### config.mk
export PLATFORM = sky130hd
export DESIGN_NAME = evcap_timer
export DESIGN_NICKNAME = d
export VERILOG_FILES = /design/src/rtl/evcap_pkg.sv /design/src/rtl/evcap_prescaler.sv /design/src/rtl/evcap_counter.sv /design/src/rtl/evcap_input_cond.sv /design/src/rtl/evcap_timer.sv
export SDC_FILE = /design/constraint.sdc
export NUM_CORES = 1
export LEC_CHECK = 0
export BUFFER_PORTS_ARGS = -buffer_cell sky130_fd_sc_hd__buf_2
export CAP_MARGIN = 20
export CORE_MARGIN = 2
export CORE_UTILIZATION = 52
export CTS_CLUSTER_DIAMETER = 40
export DETAILED_ROUTE_END_ITERATION = 12
export GPL_TIMING_DRIVEN = 0
export PLACE_DENSITY = 0.87
export REMOVE_ABC_BUFFERS = 1
export SLEW_MARGIN = 20
export SYNTH_ARGS = -nofsm -noshare
export SYNTH_HDL_FRONTEND = slang
export SYNTH_SLANG_ARGS = --single-unit
### constraint.sdc
create_clock -name clk -period 2.1 [get_ports clk]
set_input_delay 0.21 -clock clk [delete_from_list [all_inputs] [get_ports clk]]
set_output_delay 0.21 -clock clk [all_outputs]
set_load 0.05 [all_outputs]
### src/rtl/evcap_pkg.sv
package evcap_pkg;
  localparam int CTRL_W  = 8;
  localparam int PRESC_W = 2;

  typedef enum logic {
    EDGE_RISE = 1'b0,
    EDGE_FALL = 1'b1
  } edge_sel_e;

  // Field order is MSB first; the control byte layout is software visible.
  typedef struct packed {
    logic               ovf_ie;
    logic               capt_ie;
    logic               filt_en;
    edge_sel_e          edge_sel;
    logic               capt_en;
    logic [PRESC_W-1:0] presc;
    logic               run;
  } ctrl_t;
endpackage

### src/rtl/evcap_prescaler.sv
module evcap_prescaler #(
  parameter int SEL_W = 2
) (
  input  logic             clk,
  input  logic             rst_n,
  input  logic             run,
  input  logic [SEL_W-1:0] sel,
  output logic             tick
);
  localparam int PRE_W = (1 << SEL_W) - 1;

  logic [PRE_W-1:0] pre_q;
  logic [PRE_W:0]   mask_w;
  logic [PRE_W-1:0] mask;

  always_comb begin
    mask_w = ({{PRE_W{1'b0}}, 1'b1} << sel) - 1'b1;
    mask   = mask_w[PRE_W-1:0];
  end

  assign tick = run && ((pre_q & mask) == mask);

  always_ff @(posedge clk or negedge rst_n) begin
    if (!rst_n)   pre_q <= '0;
    else if (run) pre_q <= pre_q + 1'b1;
    else          pre_q <= '0;
  end
endmodule

### src/rtl/evcap_counter.sv
module evcap_counter #(
  parameter int CNT_W = 16
) (
  input  logic             clk,
  input  logic             rst_n,
  input  logic             tick,
  output logic [CNT_W-1:0] cnt,
  output logic             wrap
);
  assign wrap = tick && (&cnt);

  always_ff @(posedge clk or negedge rst_n) begin
    if (!rst_n)    cnt <= '0;
    else if (tick) cnt <= cnt + 1'b1;
  end
endmodule

### src/rtl/evcap_input_cond.sv
module evcap_input_cond #(
  parameter int SYNC_STAGES = 2,
  parameter int FILT_LEN    = 4
) (
  input  logic clk,
  input  logic rst_n,
  input  logic evt_in,
  input  logic filt_en,
  input  logic edge_fall,
  output logic hit
);
  logic [SYNC_STAGES-1:0] sync_q;
  logic                   samp;
  logic                   filt_lvl;
  logic                   cond;
  logic                   prev_q;

  always_ff @(posedge clk or negedge rst_n) begin
    if (!rst_n) sync_q <= '0;
    else        sync_q <= {sync_q[SYNC_STAGES-2:0], evt_in};
  end
  assign samp = sync_q[SYNC_STAGES-1];

  generate
    if (FILT_LEN > 1) begin : g_filt
      localparam int FCNT_W = $clog2(FILT_LEN);
      logic [FCNT_W-1:0] run_q;
      logic              lvl_q;
      always_ff @(posedge clk or negedge rst_n) begin
        if (!rst_n) begin
          run_q <= '0;
          lvl_q <= 1'b0;
        end else if (samp == lvl_q) begin
          run_q <= '0;
        end else if (run_q == FCNT_W'(FILT_LEN - 1)) begin
          run_q <= '0;
          lvl_q <= samp;
        end else begin
          run_q <= run_q + 1'b1;
        end
      end
      assign filt_lvl = lvl_q;
    end else begin : g_nofilt
      assign filt_lvl = samp;
    end
  endgenerate

  assign cond = filt_en ? filt_lvl : samp;

  always_ff @(posedge clk or negedge rst_n) begin
    if (!rst_n) prev_q <= 1'b0;
    else        prev_q <= cond;
  end

  assign hit = edge_fall ? (prev_q && !cond) : (cond && !prev_q);
endmodule

### src/rtl/evcap_timer.sv
module evcap_timer
  import evcap_pkg::*;
#(
  parameter int CNT_W       = 16,
  parameter int SYNC_STAGES = 2,
  parameter int FILT_LEN    = 4
) (
  input  logic              clk,
  input  logic              rst_n,
  input  logic              ctrl_we,
  input  logic [CTRL_W-1:0] ctrl_wdata,
  output logic [CTRL_W-1:0] ctrl_rdata,
  input  logic              evt_in,
  input  logic              clr_capt,
  input  logic              clr_ovf,
  output logic [CNT_W-1:0]  cnt_o,
  output logic [CNT_W-1:0]  capt_o,
  output logic              capt_flag,
  output logic              ovf_flag,
  output logic              capt_irq,
  output logic              ovf_irq,
  output logic              evt_out
);
  ctrl_t ctrl_q;
  logic  run;
  logic  capt_en;
  logic  tick;
  logic  wrap;
  logic  hit;
  logic  cap_now;

  always_ff @(posedge clk or negedge rst_n) begin
    if (!rst_n)       ctrl_q <= '0;
    else if (ctrl_we) ctrl_q <= ctrl_t'(ctrl_wdata);
  end
  assign ctrl_rdata = ctrl_q;
  assign run        = ctrl_q.run;
  assign capt_en    = ctrl_q.capt_en;

  evcap_prescaler #(.SEL_W(PRESC_W)) u_pre (
    .clk   (clk),
    .rst_n (rst_n),
    .run   (run),
    .sel   (ctrl_q.presc),
    .tick  (tick)
  );

  evcap_counter #(.CNT_W(CNT_W)) u_cnt (
    .clk   (clk),
    .rst_n (rst_n),
    .tick  (tick),
    .cnt   (cnt_o),
    .wrap  (wrap)
  );

  evcap_input_cond #(.SYNC_STAGES(SYNC_STAGES), .FILT_LEN(FILT_LEN)) u_in (
    .clk       (clk),
    .rst_n     (rst_n),
    .evt_in    (evt_in),
    .filt_en   (ctrl_q.filt_en),
    .edge_fall (ctrl_q.edge_sel == EDGE_FALL),
    .hit       (hit)
  );

  assign cap_now = run && capt_en && hit;

  always_ff @(posedge clk or negedge rst_n) begin
    if (!rst_n) begin
      capt_o    <= '0;
      capt_flag <= 1'b0;
      ovf_flag  <= 1'b0;
      evt_out   <= 1'b0;
    end else begin
      evt_out <= cap_now;
      if (cap_now) capt_o <= cnt_o;
      // set takes priority over clear
      if (cap_now)       capt_flag <= 1'b1;
      else if (clr_capt) capt_flag <= 1'b0;
      if (wrap)          ovf_flag  <= 1'b1;
      else if (clr_ovf)  ovf_flag  <= 1'b0;
    end
  end

  assign capt_irq = capt_flag && ctrl_q.capt_ie;
  assign ovf_irq  = ovf_flag && ctrl_q.ovf_ie;
endmodule

Yosys cells after proc, flatten, opt, wreduce, memory -nomap -nowiden
Cells that the tools add are included.
{ "word_totals": {"register_bits": 52, "input_bits": 14, "output_inout_bits": 45} }
{ "op_classes": {"add_sub_neg": 4, "eq_ne": 3, "shift": 1, "mux": 9, "n_bitwise": 2, "n_reduce_logical": 14} }
{ "op_table": {"columns": ["cell", "n"], "rows": [
  ["16-bit by 1-bit adder with 16-bit output, second input constant", 1],
  ["16-bit AND reduction", 1],
  ["1-bit logical AND", 8],
  ["1-bit two-way mux", 6],
  ["2-bit two-way mux", 2],
  ["2-bit nonzero test", 2],
  ["3-bit by 1-bit adder with 3-bit output, second input constant", 1],
  ["3-bit AND", 1],
  ["3-bit == test", 1],
  ["3-bit two-way mux", 1],
  ["1-bit by 2-bit << shifter with 3-bit output, first input constant", 1],
  ["3-bit by 1-bit subtractor with 3-bit output, second input constant", 1],
  ["2-bit by 1-bit adder with 2-bit output, second input constant", 1],
  ["2-bit == test, second input constant", 1],
  ["1-bit logical NOT", 2],
  ["2-bit AND reduction", 1],
  ["1-bit == test", 1],
  ["1-bit NOT", 1]
]} }

Longest topological paths before layout
Gate-level depths: netlist (run 1).
{ "depth": {"word_depth": 7, "mapped_depth": 6, "depth_no_buf": 5} }

Hierarchy
A second synthesis (run 1) with hierarchy kept.
{ "unflattened": {"hier_cells": 158, "area_unflattened_um2": 2185.8} }
{ "modules_own_cells": {"columns": ["mod", "instances", "cells_per_inst", "area_per_inst_um2"], "rows": [
  ["evcap_timer", 1, 63, 1061.0],
  ["evcap_counter", 1, 67, 754.5],
  ["evcap_input_cond", 1, 15, 229.0],
  ["evcap_prescaler", 1, 13, 141.4]
]} }

Worst setup path before layout (run 1)
Ideal clock, no wire load.
{ "synth_timing": {"path_type": "reg-to-reg", "from": "reg ctrl_q, in the netlist ctrl_rdata[1]", "to": "reg u_cnt.cnt[4]", "arrival_time_ns": 1.626, "setup_slack_ns": 0.330, "path_stages_with_launch": 6, "synth_period_minus_slack_ns": 1.770, "cell_sequence": "dfrtp_1 -> nor2b_1 -> o21ai_1 -> clkbuf_1 -> nand3_1 -> xnor2_1"} }
{ "synth_between": {"elab_chain_cells": 5} }
{ "synth_rtl": {"columns": ["element", "line_no", "source"], "rows": [
  ["start, declared", "evcap_timer.sv:24", "ctrl_t ctrl_q;"],
  ["start signal, assigned", "evcap_timer.sv:34", "else if (ctrl_we) ctrl_q <= ctrl_t'(ctrl_wdata);"],
  ["1-bit by 2-bit << shifter with 3-bit output *", "evcap_prescaler.sv:17", "mask_w = ({{PRE_W{1'b0}}, 1'b1} << sel) - 1'b1;"],
  ["3-bit by 1-bit subtractor with 3-bit output *", "evcap_prescaler.sv:17", null],
  ["3-bit AND", "evcap_prescaler.sv:21", "assign tick = run && ((pre_q & mask) == mask);"],
  ["3-bit == test *", "evcap_prescaler.sv:21", null],
  ["1-bit logical AND *", "evcap_prescaler.sv:21", null],
  ["end signal, assigned", "evcap_counter.sv:14", "else if (tick) cnt <= cnt + 1'b1;"],
  ["end, declared", "evcap_counter.sv:7", "output logic [CNT_W-1:0] cnt,"]
]} }
Mark *: on every way between the ends. The rest lies on a longest branch, timed or not.
A chain may end at the register's enable or synchronous reset.

Final worst setup path (run 1)
{ "layout_timing": {"from": "reg ctrl_q, in the netlist ctrl_rdata[5]", "to": "reg capt_o[5]"} }
{ "layout_between": {"elab_chain_cells": 5} }
{ "layout_rtl": {"columns": ["element", "line_no", "source"], "rows": [
  ["1-bit two-way mux *", "evcap_input_cond.sv:48", "assign cond = filt_en ? filt_lvl : samp;"],
  ["1-bit logical NOT", "evcap_input_cond.sv:55", "assign hit = edge_fall ? (prev_q && !cond) : (cond && !prev_q);"],
  ["1-bit logical AND", "evcap_input_cond.sv:55", null],
  ["1-bit two-way mux *", "evcap_input_cond.sv:55", null],
  ["1-bit logical AND *", "evcap_timer.sv:65", "assign cap_now = run && capt_en && hit;"],
  ["end signal, assigned", "evcap_timer.sv:75", "if (cap_now) capt_o <= cnt_o;"],
  ["end, declared", "evcap_timer.sv:17", "output logic [CNT_W-1:0] capt_o,"]
]} }
Marked as above.

==> results.tsv, run 1 <==
stage	metric	value	unit
detailed_routing	totalWireLength	4005	um
min_path	hold-path-endpoint	u_in.sync_q[0]$_DFF_PN0_	
floorplanning	die_h	69.78	um
grt	globalRouteTotalUtil	17.62	%
grt	grt_pass1_wl	6782	um
logic_synthesis	synth_edf_count	0	
cells_and_area	final_area	0.002644	mm^2
logic_synthesis	ys_ff_latch	52	
cells_and_area	area_growth	17.52	%
detailed_routing	avgViaCountPerCell	5.279	
critical_path	rr_endpoint	capt_o[5]$_DFFE_PN0P_	
detailed_routing	via_count	1457	
critical_path	cp_cell_sequence	mux2i_2 > nor4_2 > nor2_4 > mux2_2	
logic_synthesis	synth_cell_types	33	
run_status	outcome	finished, final reports clean	
clocking	ctsHtreeMaxLevel	2	
detailed_routing	postRouteAntennaNets	0	
grt	grt_pass1_vias	1357	
detailed_routing	route.detailed.drc	0	
placed_design	place.gp.congestion	0.7813	
clocking	clk_pin_slew	0.09	ns
sta	finalWorstSetupSlack	0.2222	ns
logic_synthesis	ys_warn_count	0	
clocking	numCtsBuffers	5	
placed_design	io_buffer_count	58	
grt	grt_antenna_before_repair	0	
cells_and_area	fin_nets	242	
sta	worst_pin_slew	0.6237	ns
logic_synthesis	synth_cells	168	
clocking	clock_latency	0.29	ns
logic_synthesis	syn_area	0.002250	mm^2
floorplanning	initial_core_util	55.05	%
sta	slew_headroom	58.42	%
grt	overflow	0	
critical_path	worstPathRequired	2.29	ns
clocking	cts_setup_buffers	0	
floorplanning	ios	59	
detailed_routing	drt_first_pass_iters	4	
sta	finalClockSkew	0.005807	ns
power	power.density	1040	mW/mm^2
sta	period_share	89.42	%
cells_and_area	num_antenna_cells	0	
placed_design	dpl.hpwl	2883	um
clocking	cts_buffer_depth	2	
floorplanning	core_area	0.004086	mm^2
placed_design	dpl_worst_slack	-0.02513	ns
critical_path	path_class	reg -> reg	
sta	finalCriticalPeriod	1.878	ns
power	ir_drop	645.0	uV
floorplanning	dieArea	0.004869	mm^2
detailed_routing	wl_per_cell	14.51	um
power	cellLeakagePower	1.366	nW
run	cap_violations	0	
critical_path	worstRegToRegCells	4	
min_path	hold_depth	1	
floorplanning	die_w	69.78	um
critical_path	worst-path-max-fanout	17	
clocking	cts_root_buffer	clkbuf_8	
sta	fmax	532.5	MHz
critical_path	r2r_slack	0.22	ns
logic_synthesis	seq_area_frac_synth	57.84	%
sta	final_max_slew_viol_count	0	
min_path	min_from	evt_in	
detailed_routing	drt-initial-drc-count	75	
critical_path	reg2reg_from	ctrl_rdata[5]$_DFFE_PN0P_	
critical_path	crit_path_start_kind	flip-flop	
clocking	cts_sinks	52	
critical_path	arrival	2.06	ns
sta	timing.final.hold_violations	0	
critical_path	cp_slowest_cell	nor2_4	
grt	grt_max_degree	53	
floorplanning	rows	23	
logic_synthesis	synthFlopType	dfrtp_1	
power	power.total	2.749	mW
logic_synthesis	avgSynthCellArea	13.39	um^2
critical_path	end_kind	flip-flop	
sta	setup_viol	0	
critical_path	critical_path.max_stage_delay	0.47	ns
cells_and_area	drive_above_1_share	42.48	%
min_path	min_path_type	in -> reg	
logic_synthesis	ys_async_sr_fraction	100.0	%
sta	rsz0062_at_grt	false	
placed_design	place_area	0.002537	mm^2
clocking	cts_tree	done	
state kept, by name, indices dropped and copies added, names as in the netlist:
register and cells:
capt_o 16, u_cnt.cnt 16, ctrl_rdata 6, u_pre.pre_q 3, u_in.g_filt.run_q 2, u_in.sync_q 2
capt_en 1, capt_flag 1, evt_out 1, ovf_flag 1, run 1, u_in.filt_lvl 1
u_in.prev_q 1
synth_stat cells, types with 2 or more instances:
| cell | count | area (um^2) |
|---|---|---|
| and2_1 | 5 | 31.28 |
| and3_1 | 4 | 25.02 |
| and4_1 | 2 | 17.52 |
| buf_4 | 4 | 30.03 |
| clkbuf_1 | 4 | 15.01 |
| dfrtp_1 | 52 | 1301 |
| ha_1 | 3 | 37.54 |
| inv_1 | 5 | 18.77 |
| mux2_2 | 17 | 191.4 |
| mux2_4 | 8 | 120.1 |
| nand2_1 | 4 | 15.01 |
| nand3_1 | 6 | 30.03 |
| nand4_1 | 12 | 75.07 |
| nor2_1 | 2 | 7.510 |
| nor2b_1 | 4 | 25.02 |
| nor3_1 | 2 | 10.01 |
| o21ai_0 | 3 | 15.01 |
| xnor2_1 | 15 | 131.4 |
| xor2_1 | 2 | 17.52 |
logic make-up (layout without fill, tap and decap cells):
group                    Yosys count  count (layout)  synth area share [%]
flip-flops                        52              52                 57.84
buffers and inverters             15              73                 3.893
XOR/XNOR                          17              17                 6.619
multiplexers                      26              26                 14.46
AND/OR/NAND/NOR                   47              47                 13.35
AO/OA/AOI/OAI                      8               8                 2.169
adder cells (fa/ha/maj)            3               3                 1.669
power breakdown:
group	switching [mW]	internal (mW)	total, mW	leakage, nW
Sequential	0.159	1.15	1.31	0.680
Combinational	0.617	0.258	0.875	0.641
Clock	0.294	0.269	0.563	0.0455
cell type report:
type | instances | area, um^2
multi-input cells | 101 | 864.6
clock buffers | 8 | 90.09
well taps | 50 | 62.56
flip-flops and latches | 52 | 1301
repair buffers | 59 | 302.8
fillers | 319 | 1443
inverters | 6 | 22.52
through the flow:
stage | setup TNS, ns | hold WS (ns) | cells | utilization [%]
floorplan | 0 | -0.08559 | 159 | -
global placement | 0 | 0.3212 | 267 | 62.09
detailed placement | -0.02513 | 0.3196 | 267 | 62.09
CTS | 0 | 0.01121 | 275 | 64.39
global route | 0 | 0.01229 | 276 | 64.70
finish | 0 | 0.01667 | 276 | 64.70
per-layer routing:
metal	vias to the layer above	part of all wire (%)	GRT usage, %
met3	5	4.2	3.634
met5	-	0	0
met4	0	1.2	6.624
li1	700	-	-
met2	38	48	25.93
met1	714	46	25.82
worst max-delay path, delay by kind of cell (launching register included):
kind	cells	cell delay (ns)
flip-flops	1	0.40
AND/OR/NAND/NOR	2	0.58
multiplexers	2	0.78
repair_timing:
action / in CTS / in global routing
gates resized for setup: 1 / 0
hold buffers: 0 / 1
hold endpoints to repair: 0 / 52
endpoints found under the setup margin: 1 / 0
placed cells by master, fill, tap and decap left out, types with 4 or more instances in the layout:
cell type / n
nand2_1: 4
xnor2_1: 15
inv_1: 5
nor2b_1: 4
mux2_4: 8
clkbuf_8: 6
mux2_2: 17
and3_1: 4
and2_1: 5
buf_2: 57
dfrtp_1: 52
nand4_1: 12
nand3_1: 6
worst max path at each step:
stage	startpoint	end	cells after the start
2_1_floorplan	ctrl_rdata[1]$_DFFE_PN0P_	u_cnt.cnt[1]$_DFFE_PN0P_	4
3_3_place_gp	ctrl_rdata[1]$_DFFE_PN0P_	u_cnt.cnt[1]$_DFFE_PN0P_	4
3_5_place_dp	ctrl_rdata[1]$_DFFE_PN0P_	u_cnt.cnt[1]$_DFFE_PN0P_	4
4_1_cts	ctrl_rdata[5]$_DFFE_PN0P_	capt_o[5]$_DFFE_PN0P_	4
5_1_grt	ctrl_rdata[5]$_DFFE_PN0P_	capt_o[5]$_DFFE_PN0P_	4
6_report	ctrl_rdata[5]$_DFFE_PN0P_	capt_o[5]$_DFFE_PN0P_	4
Note: power is estimated with default switching activity, not from simulation.
==> inputs of run 2 (changes only) <==
--- a/config.mk
+++ b/config.mk
@@ -5,14 +5,16 @@
 export SDC_FILE = /design/constraint.sdc
 export NUM_CORES = 1
 export LEC_CHECK = 0
+export ABC_AREA = 1
 export BUFFER_PORTS_ARGS = -buffer_cell sky130_fd_sc_hd__buf_2
 export CAP_MARGIN = 20
 export CORE_MARGIN = 2
-export CORE_UTILIZATION = 52
+export CORE_UTILIZATION = 55
+export CTS_BUF_LIST = sky130_fd_sc_hd__clkbuf_2 sky130_fd_sc_hd__clkbuf_4 sky130_fd_sc_hd__clkbuf_8
 export CTS_CLUSTER_DIAMETER = 40
 export DETAILED_ROUTE_END_ITERATION = 12
 export GPL_TIMING_DRIVEN = 0
-export PLACE_DENSITY = 0.87
+export PLACE_DENSITY = 0.9
 export REMOVE_ABC_BUFFERS = 1
 export SLEW_MARGIN = 20
 export SYNTH_ARGS = -nofsm -noshare
==> run 2 against run 1 <==
  * Worst setup slack better by 0.16 ns
  * Routed wire length up 23%
  * Sequential cell count unchanged
  * Sequential power about the same
  * Synthesized cell count up 61%
  * Critical endpoint is now capt_o[6]$_DFFE_PN0P_
==> results.tsv, run 2 <==
stage	metric	value	unit	change
critical_path	critical_path.max_stage_delay	0.56	ns	+0.09 ns
floorplanning	rows	24		+4.3%
cells_and_area	final_common_cell	nand2_1		
sta	fmax	581.0	MHz	+9.1%
run	cap_violations	0		unchanged
sta	finalCriticalPeriod	1.721	ns	-0.1565 ns
clocking	ctsHtreeMaxLevel	2		unchanged
critical_path	worstPathRequired	2.27	ns	-0.02 ns
grt	grt_antenna_before_repair	0		unchanged
power	p_seq_share	44.5	%	-3.2 points
critical_path	cp_slowest_cell	nand3_2		
clocking	cts_buffer_depth	2		unchanged
min_path	min_path_type	in -> reg		
floorplanning	dieArea	0.004941	mm^2	+1.5%
critical_path	path_class	reg -> reg		
detailed_routing	route.detailed.drc	0		unchanged
placed_design	dpl.hpwl	3482	um	+21%
detailed_routing	drt-initial-drc-count	120		+60%
logic_synthesis	yosysTopAreaCellShare	53.83	%	-4.0 points
clocking	cts_root_buffer	clkbuf_8		
power	switching_power	1.152	mW	+7.7%
sta	setup_tns	0	ns	unchanged
clocking	clock_latency	0.30	ns	about the same
logic_synthesis	syn_area	0.002417	mm^2	+7.5%
detailed_routing	totalWireLength	4908	um	+23%
logic_synthesis	ys_async_sr_fraction	100.0	%	unchanged
sta	period_share	81.96	%	-7.5 points
detailed_routing	wl_met3	304	um	+81%
power	combPwrFrac	31.9	%	about the same
critical_path	critPathBufInv	0		unchanged
logic_synthesis	synthFlopType	dfrtp_1		
power	ir_drop	947.1	uV	+47%
cells_and_area	area_growth	17.29	%	
detailed_routing	met1Wirelength	2161	um	+16%
logic_synthesis	yosysMostFrequentCell	nand2_1		
sta	slew_headroom	39.91	%	-19 points
detailed_routing	via_count	1947		+34%
clocking	cts_tree	done		
detailed_routing	wl_per_cell	12.88	um	-11%
sta	rsz0062_at_grt	false		
critical_path	crit_path_start_kind	flip-flop		
power	switching_share	40.14	%	+1.2 points
critical_path	arrival	1.89	ns	-0.17 ns
logic_synthesis	synth_edf_count	0		unchanged
critical_path	crit_family	simple AND/OR/NAND/NOR gates		
floorplanning	die_w	70.30	um	+0.75%
grt	grt_pass1_vias	1857		+37%
critical_path	end_kind	flip-flop		
logic_synthesis	ys_warn_count	0		unchanged
power	p_int	1.718	mW	+2.3%
power	power.density	1012	mW/mm^2	-2.6%
cells_and_area	fin_nets	345		+43%
logic_synthesis	avgSynthCellArea	8.920	um^2	-33%
sta	setup_viol	0		unchanged
sta	final_max_slew_viol_count	0		unchanged
clocking	cts_resized	0		-1
logic_synthesis	synth_top_area_cell	dfrtp_1		
clocking	cts_sinks	52		unchanged
critical_path	worst-path-max-fanout	34		+17
floorplanning	initial_core_util	56.29	%	+1.2 points
run_status	outcome	finished, final reports clean		
logic_synthesis	synth_cells	271		+61%
logic_synthesis	ys_top_cells_by_count	82 x nand2_1, 52 x dfrtp_1, 29 x inv_1		
floorplanning	ios	59		unchanged
logic_synthesis	seq_area_frac_synth	53.83	%	-4.0 points
cells_and_area	drive_above_1_share	28.27	%	-14 points
grt	grt_pass1_wl	8369	um	+23%
cells_and_area	post-route-util	66.03	%	+1.3 points
detailed_routing	topRoutingLayerUsed	met4		
clocking	clk_pin_slew	0.10	ns	about the same
logic_synthesis	synth_cell_types	25		-24%
detailed_routing	postRouteAntennaNets	0		unchanged
logic_synthesis	ys_ff_latch	52		unchanged
sta	worst_pin_slew	0.9013	ns	+0.2777 ns
grt	globalRouteTotalUtil	21.11	%	+3.5 points
detailed_routing	avgViaCountPerCell	5.110		-3.2%
cells_and_area	num_antenna_cells	0		unchanged
floorplanning	die_h	70.30	um	+0.75%
sta	finalClockSkew	0.007154	ns	+0.001347 ns
sta	timing.final.hold_violations	0		unchanged
cells_and_area	final_cell_mix	82 x nand2_1, 57 x buf_2, 52 x dfrtp_1		
clocking	numCtsBuffers	5		unchanged
detailed_routing	routed-wl-met2	2395	um	+24%
power	clock_power_share	23.6	%	+3.1 points
detailed_routing	drt_first_pass_iters	4		unchanged
grt	grt_max_degree	53		unchanged
placed_design	io_buffer_count	58		unchanged
power	cellLeakagePower	1.438	nW	+5.3%
critical_path	cp_cell_sequence	nand2_1 > nand2_2 > o21ai_2 > nand3_2 > nand2_1 > o21ai_2		
grt	overflow	0		unchanged
placed_design	place.gp.congestion	0.8726		+12%
logic_synthesis	synthTopCellsByArea	dfrtp_1 54%, nand2_1 13%, inv_1 4.5%		
floorplanning	core_area	0.004294	mm^2	+5.1%
[run 2: cell count changes after synthesis, moves of 5 or more]
| cell | previous run | this run |
|---|---|---|
| and2_1 | 5 | 0 |
| inv_1 | 5 | 29 |
| mux2_2 | 17 | 5 |
| mux2_4 | 8 | 0 |
| nand2_1 | 4 | 82 |
| nand2_2 | 0 | 5 |
| nor2_1 | 2 | 15 |
| o21ai_0 | 3 | 14 |
| o21ai_1 | 1 | 12 |
| o21ai_2 | 0 | 9 |
| xnor2_1 | 15 | 2 |
[run 2: power by group through the flow]
stage          logic, mW  clock network (mW)  registers (mW)
6_report           0.916               0.679            1.28
3_5_place_dp       0.923                   0            1.30
5_1_grt            0.998               0.734            1.30
3_3_place_gp       0.897                   0            1.29
2_1_floorplan      0.326                   0            1.65
4_1_cts            0.929               0.697            1.28
[run 2: cells by family after synthesis]
kind of cell | Yosys count | synth area share, %
AO/OA/AOI/OAI | 38 | 9.472
flip-flops | 52 | 53.83
AND/OR/NAND/NOR | 127 | 23.03
buffers and inverters | 40 | 7.608
multiplexers | 5 | 2.329
XOR/XNOR | 6 | 2.174
adder cells (fa/ha/maj) | 3 | 1.553
[run 2: path summary, 6_finish.rpt]
check,slack (ns),cells after the start,start,end
setup / recovery,0.38,6,u_in.sync_q[1]$_DFF_PN0_,capt_o[6]$_DFFE_PN0P_
hold / removal,0.08,2,clr_capt,capt_flag$_DFFE_PN0P_
setup reg to reg,0.38,6,u_in.sync_q[1]$_DFF_PN0_,capt_o[6]$_DFFE_PN0P_
hold reg to reg,0.38,0,u_in.sync_q[0]$_DFF_PN0_,u_in.sync_q[1]$_DFF_PN0_
max in group asynchronous,1.19,2,rst_n,capt_o[5]$_DFFE_PN0P_
min in group asynchronous,0.46,2,rst_n,ctrl_rdata[4]$_DFFE_PN0P_
[run 2: stage by stage]
step | hold WS [ns] | power, mW | cells | area [um^2] | setup WS [ns]
floorplan | -0.08559 | 1.978 | 261 | 2346 | 0.3446
global placement | 0.3243 | 2.187 | 371 | 2701 | 0.4413
detailed placement | 0.2830 | 2.220 | 371 | 2704 | 0.3866
CTS | 0.07534 | 2.904 | 381 | 2835 | 0.3629
global route | 0.1008 | 3.035 | 381 | 2835 | 0.1549
finish | 0.08200 | 2.870 | 381 | 2835 | 0.3787
[run 2: cell type report]
type                       instances  area (um^2)
fill                             371         1459
inverter                          30        112.6
multi-input combinational        179        932.1
clock buffer                       5        68.82
tap                               52        65.06
sequential                        52         1301
clock inverter                     3        42.54
timing repair buffer              60        312.8
[run 2: per-layer routing]
layer | up-vias | track usage [%]
met2 | 71 | 34.70
met4 | 0 | 5.128
met3 | 6 | 7.071
li1 | 971 | -
met5 | - | 0
met1 | 899 | 26.99
[run 2: repair_timing]
action	CTS	global route
buffers inserted	0	0
hold buffers	2	0
endpoints found under the hold margin	53	0
==> inputs of run 3 (changes only) <==
==> constraint.sdc (replaced) <==
create_clock -name clk -period 1.6 [get_ports clk]
set_input_delay 0.16 -clock clk [delete_from_list [all_inputs] [get_ports clk]]
set_output_delay 0.16 -clock clk [all_outputs]
set_load 0.05 [all_outputs]
==> run 3 against run 2 <==
  * Count of clock-buffer cells in the layout unchanged
  * Power up 32%
  * Register-to-register slack worse by 0.25 ns
  * Highest routed layer unchanged
==> results.tsv, run 3 (synthesis gave the netlist of run 2 again) <==
stage	metric	value	unit	change
run_status	outcome	finished, final reports clean		
floorplanning	die_w	70.30	um	unchanged
cells_and_area	num_antenna_cells	0		unchanged
sta	setup_viol	0		unchanged
clocking	cts_buffer_depth	2		unchanged
run	cap_violations	0		unchanged
clocking	cts_tree	done		
sta	fmax	681.9	MHz	+17%
floorplanning	ios	59		unchanged
clocking	cts_root_buffer	clkbuf_8		
floorplanning	core_area	0.004294	mm^2	unchanged
min_path	hold-path-endpoint	capt_flag$_DFFE_PN0P_		
cells_and_area	area_growth	18.27	%	
critical_path	cpMostUsedCell	nand2_1		
sta	slew_headroom	56.74	%	+17 points
placed_design	dpl.hpwl	3482	um	unchanged
critical_path	worstRegToRegCells	8		+2
detailed_routing	drt-initial-drc-count	127		+5.8%
critical_path	end_kind	flip-flop		
sta	finalCriticalPeriod	1.466	ns	-0.2548 ns
cells_and_area	final_cell_mix	82 x nand2_1, 57 x buf_2, 51 x dfrtp_1		
critical_path	critPathBufInv	1		+1
detailed_routing	wl_per_cell	12.77	um	-0.84%
clocking	ctsHtreeMaxLevel	2		unchanged
critical_path	cp_cell_sequence	ha_1 > inv_1 > nor2_4 > nand3_1 > nand2_1 > nand2_1 > nand2_1 > o21ai_0		
sta	worst_pin_slew	0.6490	ns	-0.2524 ns
floorplanning	initial_core_util	56.29	%	unchanged
placed_design	place.gp.congestion	0.8726		unchanged
floorplanning	dieArea	0.004941	mm^2	unchanged
detailed_routing	avgViaCountPerCell	5.160		+0.98%
clocking	clock_latency	0.30	ns	about the same
placed_design	io_buffer_count	58		unchanged
critical_path	rr_endpoint	u_cnt.cnt[12]$_DFFE_PN0P_		
critical_path	worstPathRequired	1.77	ns	-0.50 ns
sta	fin_worst_hold_slack	0.03163	ns	-0.05037 ns
critical_path	crit_family	simple AND/OR/NAND/NOR gates		
power	power.density	1327	mW/mm^2	+31%
detailed_routing	totalWireLength	4867	um	-0.84%
min_path	min_path_type	in -> reg		
sta	period_share	91.66	%	+9.7 points
detailed_routing	postRouteAntennaNets	0		unchanged
floorplanning	die_h	70.30	um	unchanged
clocking	cts_setup_buffers	0		unchanged
clocking	cts_sinks	52		unchanged
detailed_routing	drt_first_pass_iters	4		unchanged
sta	setup_tns	0	ns	unchanged
placed_design	dp_cells	371		unchanged
min_path	hold_depth	2		unchanged
min_path	min_from	clr_capt		
detailed_routing	via_count	1966		+0.98%
grt	grt_pass1_vias	1866		+0.48%
critical_path	r2r_slack	0.13	ns	-0.25 ns
detailed_routing	route.detailed.drc	0		unchanged
clocking	numCtsBuffers	5		unchanged
critical_path	reg2reg_from	u_cnt.cnt[0]$_DFFE_PN0P_		
cells_and_area	final_common_cell	nand2_1		
cells_and_area	finalNonFillerCells	381		unchanged
sta	final_max_slew_viol_count	0		unchanged
cells_and_area	post-route-util	66.58	%	+0.55 points
power	cellLeakagePower	1.439	nW	about the same
critical_path	cp_slowest_cell	dfrtp_2		
cells_and_area	drive_above_1_share	28.88	%	+0.61 points
grt	grt_max_degree	53		unchanged
floorplanning	rows	24		unchanged
sta	finalClockSkew	0.006078	ns	-0.001076 ns
grt	grt_antenna_before_repair	0		unchanged
critical_path	crit_path_start_kind	flip-flop		
critical_path	critical_path.max_stage_delay	0.43	ns	-0.13 ns
clocking	clk_pin_slew	0.10	ns	about the same
grt	overflow	0		unchanged
grt	grt_pass1_wl	8418	um	+0.59%
critical_path	worst-path-max-fanout	6		-82%
cells_and_area	fin_nets	345		unchanged
critical_path	arrival	1.63	ns	-0.26 ns
sta	rsz0062_at_grt	true		
grt	globalRouteTotalUtil	21.20	%	+0.092 points
critical_path	path_class	reg -> reg		
power	ir_drop	1249	uV	+32%
sta	timing.final.hold_violations	0		unchanged
run 3: changes by cell type in the layout (fill, tap and decap cells not counted):
cell,delta
a21oi_2,-1
nand3_4,+1
nor2_4,+1
a21oi_4,+1
nor2_1,-1
dfrtp_2,+1
dfrtp_1,-1
nand3_2,-1
run 3: worst max path at each step:
stage	from	to	slack, ns	depth (start not counted)
6_report	u_cnt.cnt[0]$_DFFE_PN0P_	u_cnt.cnt[12]$_DFFE_PN0P_	0.13	8
5_1_grt	ctrl_rdata[5]$_DFFE_PN0P_	capt_o[13]$_DFFE_PN0P_	-0.006	7
4_1_cts	u_cnt.cnt[0]$_DFFE_PN0P_	u_cnt.cnt[12]$_DFFE_PN0P_	0.01	8
3_5_place_dp	u_in.sync_q[1]$_DFF_PN0_	capt_o[6]$_DFFE_PN0P_	-0.11	6
3_3_place_gp	ctrl_rdata[5]$_DFFE_PN0P_	capt_o[2]$_DFFE_PN0P_	-0.06	6
2_1_floorplan	ctrl_rdata[5]$_DFFE_PN0P_	capt_o[0]$_DFFE_PN0P_	-0.16	7
run 3: where the power goes:
part / switching (mW) / total, mW / internal, mW
clock: 0.429 / 0.892 / 0.463
combinational: 0.926 / 1.22 / 0.296
sequential: 0.175 / 1.68 / 1.50
total: 1.53 / 3.79 / 2.26
run 3: per-layer routing:
layer | routed length, um | track usage (%) | up-vias
met5 | 0 | 0 | -
met4 | 57 | 5.128 | 0
met3 | 323 | 7.071 | 8
met2 | 2379 | 34.80 | 71
met1 | 2107 | 27.18 | 914
li1 | - | - | 973
run 3: worst register-to-register path: stages (launching register included):
cell,delay [ns]
dfrtp_2,0.43
ha_1,0.27
inv_1,0.10
nor2_4,0.19
nand3_1,0.10
nand2_1,0.07
nand2_1,0.05
nand2_1,0.04
o21ai_0,0.08
run 3: through the flow:
stage               power [mW]  setup WS (ns)  instance area [um^2]
floorplan                2.596        -0.1554                  2346
global placement         2.870       -0.05872                  2701
global route             4.007      -0.005702                  2859
CTS                      3.822        0.01014                  2850
finish                   3.793         0.1335                  2859
detailed placement       2.914        -0.1134                  2704
run 3: cell type report:
type / count / area [um^2]
flip-flops and latches: 52 / 1303
inverters: 30 / 112.6
multi-input cells: 179 / 954.7
repair buffers: 60 / 312.8
clock buffers: 5 / 68.82
well taps: 52 / 65.06
clock inverters: 3 / 42.54
fillers: 371 / 1435
run 3: timing repair:
action                                  CTS  global route
hold buffers                              2             0
pin swaps                                 0             1
gates resized for setup                   2             3
endpoints found under the setup margin   28             7
endpoints found under the hold margin    53             0
cloned                                    0             0
